<file path="src/rtl/mac_pkg.sv">
package mac_pkg;
   // control bits captured with an accepted start
   typedef struct packed {
      logic us;
      logic sat;
      logic hi_sel;
   } mac_ctl_t;
endpackage

</file>
<file path="src/rtl/mac_product.sv">
module mac_product #(
   parameter int OPW = 32
) (
   input  logic [OPW-1:0]   a_i,
   input  logic [OPW-1:0]   b_i,
   input  logic             us_i,
   output logic [2*OPW-1:0] prod_o
);
   localparam int XW = OPW + 1;   // one guard bit turns unsigned into signed
   localparam int PW = 2 * XW;

   logic signed [XW-1:0] ax, bx;
   logic signed [PW-1:0] full;

   always_comb begin
      ax     = $signed({~us_i & a_i[OPW-1], a_i});
      bx     = $signed({~us_i & b_i[OPW-1], b_i});
      full   = PW'(ax) * PW'(bx);
      prod_o = full[2*OPW-1:0];
   end

   // full signed product of two XW-bit values fits in 2*XW-1 bits; top two agree
   always_comb begin
      assert (full[PW-1] == full[PW-2]) else $error("p_prod_fit_r2 violated");
   end
endmodule

</file>
<file path="src/rtl/mac_accum.sv">
module mac_accum #(
   parameter int OPW    = 32,
   parameter bit SAT_EN = 1'b1
) (
   input  logic [2*OPW-1:0] acc_i,
   input  logic [2*OPW-1:0] prod_i,
   input  logic             us_i,
   input  logic             sat_i,
   output logic [2*OPW-1:0] res_o
);
   localparam int AW = 2 * OPW;
   localparam int EW = AW + 2;    // exact sum of two AW-bit values, either mode
   localparam logic signed [EW-1:0] POS_LIM = (EW'(1) << (OPW-1)) - EW'(1);
   localparam logic signed [EW-1:0] NEG_LIM = -(EW'(1) << (OPW-1));

   logic signed [EW-1:0] acc_x, prod_x, sum_x;

   always_comb begin
      acc_x  = us_i ? {2'b00, acc_i}  : {{2{acc_i[AW-1]}},  acc_i};
      prod_x = us_i ? {2'b00, prod_i} : {{2{prod_i[AW-1]}}, prod_i};
      sum_x  = acc_x + prod_x;
   end

   generate
      if (SAT_EN) begin : g_sat
         logic s_ovf, s_udf, u_ovf;
         always_comb begin
            s_ovf = sum_x > POS_LIM;
            s_udf = sum_x < NEG_LIM;
            u_ovf = sum_x[AW];
            if (!sat_i)     res_o = sum_x[AW-1:0];
            else if (us_i)  res_o = u_ovf ? {AW{1'b1}} : sum_x[AW-1:0];
            else if (s_ovf) res_o = POS_LIM[AW-1:0];
            else if (s_udf) res_o = NEG_LIM[AW-1:0];
            else            res_o = sum_x[AW-1:0];
         end
      end else begin : g_wrap
         assign res_o = sum_x[AW-1:0];
      end
   endgenerate
endmodule

</file>
<file path="src/rtl/sat_mac_unit.sv">
module sat_mac_unit #(
   parameter int OPW    = 32,
   parameter bit SAT_EN = 1'b1
) (
   input  logic           clk_i,
   input  logic           rst_ni,
   input  logic           start_i,
   input  logic [OPW-1:0] rs_i,
   input  logic [OPW-1:0] rt_i,
   input  logic           us_i,
   input  logic           sat_i,
   input  logic           hi_sel_i,
   input  logic           hi_wr_i,
   input  logic [OPW-1:0] hi_wdata_i,
   input  logic           lo_wr_i,
   input  logic [OPW-1:0] lo_wdata_i,
   output logic           done_o,
   output logic [OPW-1:0] rd_o,
   output logic [OPW-1:0] hi_o,
   output logic [OPW-1:0] lo_o
);
   import mac_pkg::*;

   localparam int AW = 2 * OPW;

   generate
      if (OPW < 4) begin : g_bad_width
         $error("sat_mac_unit: OPW must be at least 4");
      end
   endgenerate

   logic           busy_q, done_q;
   mac_ctl_t       ctl_q;
   logic [AW-1:0]  prod_d, prod_q, res_d;
   logic [OPW-1:0] hi_q, lo_q, rd_q;
   logic           accept;

   assign accept = start_i & ~busy_q;

   mac_product #(.OPW(OPW)) u_prod (
      .a_i   (rs_i),
      .b_i   (rt_i),
      .us_i  (us_i),
      .prod_o(prod_d)
   );

   mac_accum #(.OPW(OPW), .SAT_EN(SAT_EN)) u_acc (
      .acc_i (({hi_q, lo_q})),
      .prod_i(prod_q),
      .us_i  (ctl_q.us),
      .sat_i (ctl_q.sat),
      .res_o (res_d)
   );

   // stage 1: capture product and controls
   always_ff @(posedge clk_i or negedge rst_ni) begin
      if (!rst_ni) begin
         busy_q <= 1'b0;
         prod_q <= '0;
         ctl_q  <= '0;
      end else begin
         busy_q <= accept;
         if (accept) begin
            prod_q <= prod_d;
            ctl_q  <= '{us: us_i, sat: sat_i, hi_sel: hi_sel_i};
         end
      end
   end

   // stage 2: accumulate, or direct loads when idle
   always_ff @(posedge clk_i or negedge rst_ni) begin
      if (!rst_ni) begin
         done_q <= 1'b0;
         hi_q   <= '0;
         lo_q   <= '0;
         rd_q   <= '0;
      end else begin
         done_q <= busy_q;
         if (busy_q) begin
            hi_q <= res_d[AW-1:OPW];
            lo_q <= res_d[OPW-1:0];
            rd_q <= ctl_q.hi_sel ? res_d[AW-1:OPW] : res_d[OPW-1:0];
         end else begin
            if (hi_wr_i) hi_q <= hi_wdata_i;
            if (lo_wr_i) lo_q <= lo_wdata_i;
         end
      end
   end

   assign done_o = done_q;
   assign rd_o   = rd_q;
   assign hi_o   = hi_q;
   assign lo_o   = lo_q;

   // ---------------- assertions ----------------
   p_done_follows_busy_r9: assert property (@(posedge clk_i) disable iff (!rst_ni)
      busy_q |=> done_q) else $error("p_done_follows_busy_r9");

   p_done_needs_busy_r9: assert property (@(posedge clk_i) disable iff (!rst_ni)
      done_q |-> $past(busy_q)) else $error("p_done_needs_busy_r9");

   p_single_flight_r10: assert property (@(posedge clk_i) disable iff (!rst_ni)
      busy_q |=> !busy_q) else $error("p_single_flight_r10");

   p_hi_hold_r11: assert property (@(posedge clk_i) disable iff (!rst_ni)
      (!busy_q && !hi_wr_i) |=> $stable(hi_q)) else $error("p_hi_hold_r11");

   p_lo_hold_r11: assert property (@(posedge clk_i) disable iff (!rst_ni)
      (!busy_q && !lo_wr_i) |=> $stable(lo_q)) else $error("p_lo_hold_r11");

   p_rd_mirror_r4: assert property (@(posedge clk_i) disable iff (!rst_ni)
      done_q |-> (rd_o == (ctl_q.hi_sel ? hi_q : lo_q))) else $error("p_rd_mirror_r4");

   p_signed_clamp_r5: assert property (@(posedge clk_i) disable iff (!rst_ni)
      (done_q && ctl_q.sat && !ctl_q.us) |-> (hi_q == {OPW{lo_q[OPW-1]}}))
      else $error("p_signed_clamp_r5");
endmodule

</file>
<file path="config.mk">
export PLATFORM = sky130hd
export DESIGN_NAME = sat_mac_unit
export DESIGN_NICKNAME = d
export VERILOG_FILES = /design/src/rtl/mac_pkg.sv /design/src/rtl/mac_product.sv /design/src/rtl/mac_accum.sv /design/src/rtl/sat_mac_unit.sv
export SDC_FILE = /design/constraint.sdc
export NUM_CORES = 2
export LEC_CHECK = 0
export ABC_AREA = 1
export CELL_PAD_IN_SITES_DETAIL_PLACEMENT = 0
export CELL_PAD_IN_SITES_GLOBAL_PLACEMENT = 2
export CORE_ASPECT_RATIO = 1.1
export CORE_MARGIN = 4
export CORE_UTILIZATION = 41
export DETAILED_ROUTE_END_ITERATION = 8
export PLACE_DENSITY_LB_ADDON = 0.1
export SYNTH_ARGS = -nofsm -noshare
export SYNTH_HDL_FRONTEND = slang
export SYNTH_HIERARCHICAL = 1
export SYNTH_SLANG_ARGS = --single-unit
export TNS_END_PERCENT = 100
</file>
<file path="constraint.sdc">
create_clock -name clk_i -period 4.9 [get_ports clk_i]
set_input_delay 0.735 -clock clk_i [delete_from_list [all_inputs] [get_ports clk_i]]
set_output_delay 0.735 -clock clk_i [all_outputs]
set_load 0.02 [all_outputs]
</file>
==> flow_metrics.py <==
metrics = {
    "setup_path": {
        "crit_fanout": 6,
        "endpoint_kind": "flip-flop",
        "crit_arrival_ps": 7460,
        "path_class": "in2reg",
        "critPathLaunchType": "input pin",
        "critical_path.slowest_cell": "fa_1",
        "cpLargestDelayFamily": "adder cells",
        "cp_common_cell": "fa_1",
        "cpPeakStageDelay_ps": 560,
        "required_ps": 5320,
        "path_buf_inv": 12,
    },
    "timing": {
        "slew_headroom_pct": 16.6,
        "setup_viol": 55,
        "fin_tns_setup_ps": -96390,
        "worst_pin_slew_ps": 1240,
        "timing.fmax_mhz": 142,
        "final.period_utilization_pct": 143,
        "finalMaxSlewViolations": 0,
        "hold_viol": 0,
        "period_needed_ps": 7030,
        "skew_ps": 23.6,
        "setup_slack_ps": -2130,
        "rsz0062_at_grt": "yes",
    },
    "layout": {
        "fin_cells": 10100,
        "final_util_pct": 54.9,
        "area_growth_pct": 32.4,
        "antenna_cells": 0,
        "drive_above_1_share_pct": 23.0,
        "nets": 9839,
    },
    "logic_synthesis": {
        "yosys.area.top_type": "fa_1",
        "synthCells": 7476,
        "async_reset_ff_share_pct": 100,
        "synth_seq_cells": 165,
        "synth_top_area_share_pct": 41.5,
        "syn_nets": 9015,
        "synth_edf_count": 0,
        "ys_top_cells_by_area": "fa_1 (41%), nand2_1 (18%), inv_1 (13%)",
        "netlist_area_um2": 54300,
        "ys_types": 50,
        "seq_area_frac_synth_pct": 7.60,
        "syn_area_per_cell_um2": 7.27,
        "yosys_warnings": 6,
        "yosys_most_used_dff": "dfrtp_1",
    },
    "routing": {
        "final_antenna_net_count": 0,
        "vias": 49200,
        "first_iter_violations": 2776,
        "viasPerCell": 4.88,
        "drtPass1Iterations": 8,
        "routed_wl_mm": 217,
        "drc": 0,
        "wl_per_cell_um": 21.5,
    },
    "clocking": {
        "clock-root-buffer": "clkbuf_16",
        "cts_tree": "done",
        "cts.path.max_buffers": 2,
        "cts.sinks": 165,
        "clock_latency_ps": 500,
        "numCtsBuffers": 17,
        "worst_setup_hold_path_clk_slew_ps": 90,
        "htreeDepth": 4,
    },
    "global_routing": {
        "grt.busiest_layer": "met2",
        "globalRouteOverflowTotal": 0,
        "use_met1_pct": 36.8,
        "grt_max_degree": 84,
        "grtUsageMet2_pct": 58.1,
        "grt_first_pass_wirelength_mm": 326,
        "antenna_found_initial": 1,
        "track_usage_pct": 31.5,
        "grt_pass1_vias": 52900,
        "grt_use_met3_pct": 3.05,
    },
    "run_status": {
        "violations": "negative setup slack",
        "outcome": "finished with violations",
    },
    "floorplan": {
        "die_w_um": 355,
        "die-area_um2": 138000,
        "core_um2": 131000,
        "die_h_um": 390,
        "design.portCount": 233,
        "num_rows": 139,
        "start_util_pct": 41.4,
    },
    "placed_design": {
        "port_buffers": 232,
        "dp_hpwl_mm": 173,
        "pre_cts_ws_ps": -3410,
        "gp_congestion": 0.962,
        "dp.cells": 9784,
    },
    "hold_path": {
        "hold_path.class": "in2async",
    },
    "job": {
        "maxCapViolCount": 0,
    },
}
==> synth_stat cells, drive strengths merged, types with 11 or more instances <==
master,number
a21oi,162
buf,57
clkbuf,243
dfrtp,165
fa,1126
ha,277
inv,1958
nand2,2596
nand3,189
nand3b,11
nand4,36
nor2,346
nor3,31
o21ai,150
o21bai,18
xnor2,35
xor2,43
==> kinds of logic after synthesis <==
kind of cell / Yosys count / share of synthesized area (%)
simple gates: 3222 / 23.8
compound gates: 349 / 3.56
buf+inv: 2259 / 15.9
fa+ha+maj: 1403 / 47.9
xor+xnor: 78 / 1.29
flops: 165 / 7.60
==> worst reg2reg max path: cells and delay by family (launching register included) <==
| kind | cells | cell delay, ps |
|---|---|---|
| buffers and inverters | 4 | 550 |
| adders and majority gates | 2 | 700 |
| AOI/OAI and AO/OA | 1 | 430 |
| DFF | 1 | 450 |
| and+or+nand+nor | 18 | 2250 |
==> sequential cells by signal (all words and copies together), names as in the netlist <==
signal  cells
rd_o       32
ctl_q       3
busy_q      1
hi_o       32
done_o      1
prod_q     64
lo_o       32
==> stage by stage <==
step / hold WS (ps) / area [um^2]
CTS: 62.9 / 71100
detailed placement: 465 / 64600
global route: 90.2 / 72000
floorplan: 355 / 56500
global placement: 463 / 64600
finish: 93.3 / 72000
==> worst paths after layout <==
path | slack, ps | cells after the start | to | startpoint
min in group clk_i | 480 | 2 | rd_o[28] | rd_o[28]
worst max-delay path | -2130 | 34 | prod_q[60] | rs_i[31]
worst min-delay path | 90 | 1 | rd_o[3] | rst_ni
worst min register to register | 480 | 2 | rd_o[28] | rd_o[28]
worst max register to register | 490 | 25 | lo_o[24] | lo_o[0]
max in group asynchronous | 3690 | 2 | busy_q | rst_ni
==> placed cells by master (no fill, tap or decap), types with 34 or more instances in the layout <==
cell type / instances
ha_1: 204
nand2_1: 2410
fa_2: 83
nand2_2: 119
clkdlybuf4s50_1: 166
fa_1: 1043
dfrtp_1: 164
a21oi_1: 79
nand2_4: 57
buf_4: 582
nor2_2: 70
nand3_1: 144
buf_12: 125
a21oi_2: 51
nor2_1: 179
ha_4: 73
nor2_4: 97
o21ai_2: 35
nand4_1: 34
o21ai_0: 84
nand3_2: 36
inv_1: 1764
inv_2: 180
buf_6: 126
==> layer usage <==
metal  wire, um  vias to the layer above
li1           -                    23000
met1      82300                    24400
met2     111000                     1340
met3       9530                      458
met4      14000                        2
met5         13                        -
==> final cells by class <==
cell class | instances | area (um^2)
fill | 12700 | 59200
multi-input combinational | 5052 | 45600
timing repair buffer | 1105 | 12100
inverter | 1959 | 7400
sequential | 165 | 4130
tap | 1762 | 2200
clock buffer | 17 | 425
clock inverter | 15 | 175
==> timing repair <==
| item | in CTS | in global routing |
|---|---|---|
| pin swaps | 468 | 206 |
| endpoints found under the hold margin | 0 | 0 |
| resized for setup | 1120 | 212 |
| cloned | 46 | 4 |
| setup buffers | 194 | 28 |
| hold buffers | 0 | 0 |
| endpoints found under the setup margin | 57 | 56 |
Power is left out: the tool's default activity adds up to more than one toggle a clock period on the data nets, which glitch-free logic cannot reach.
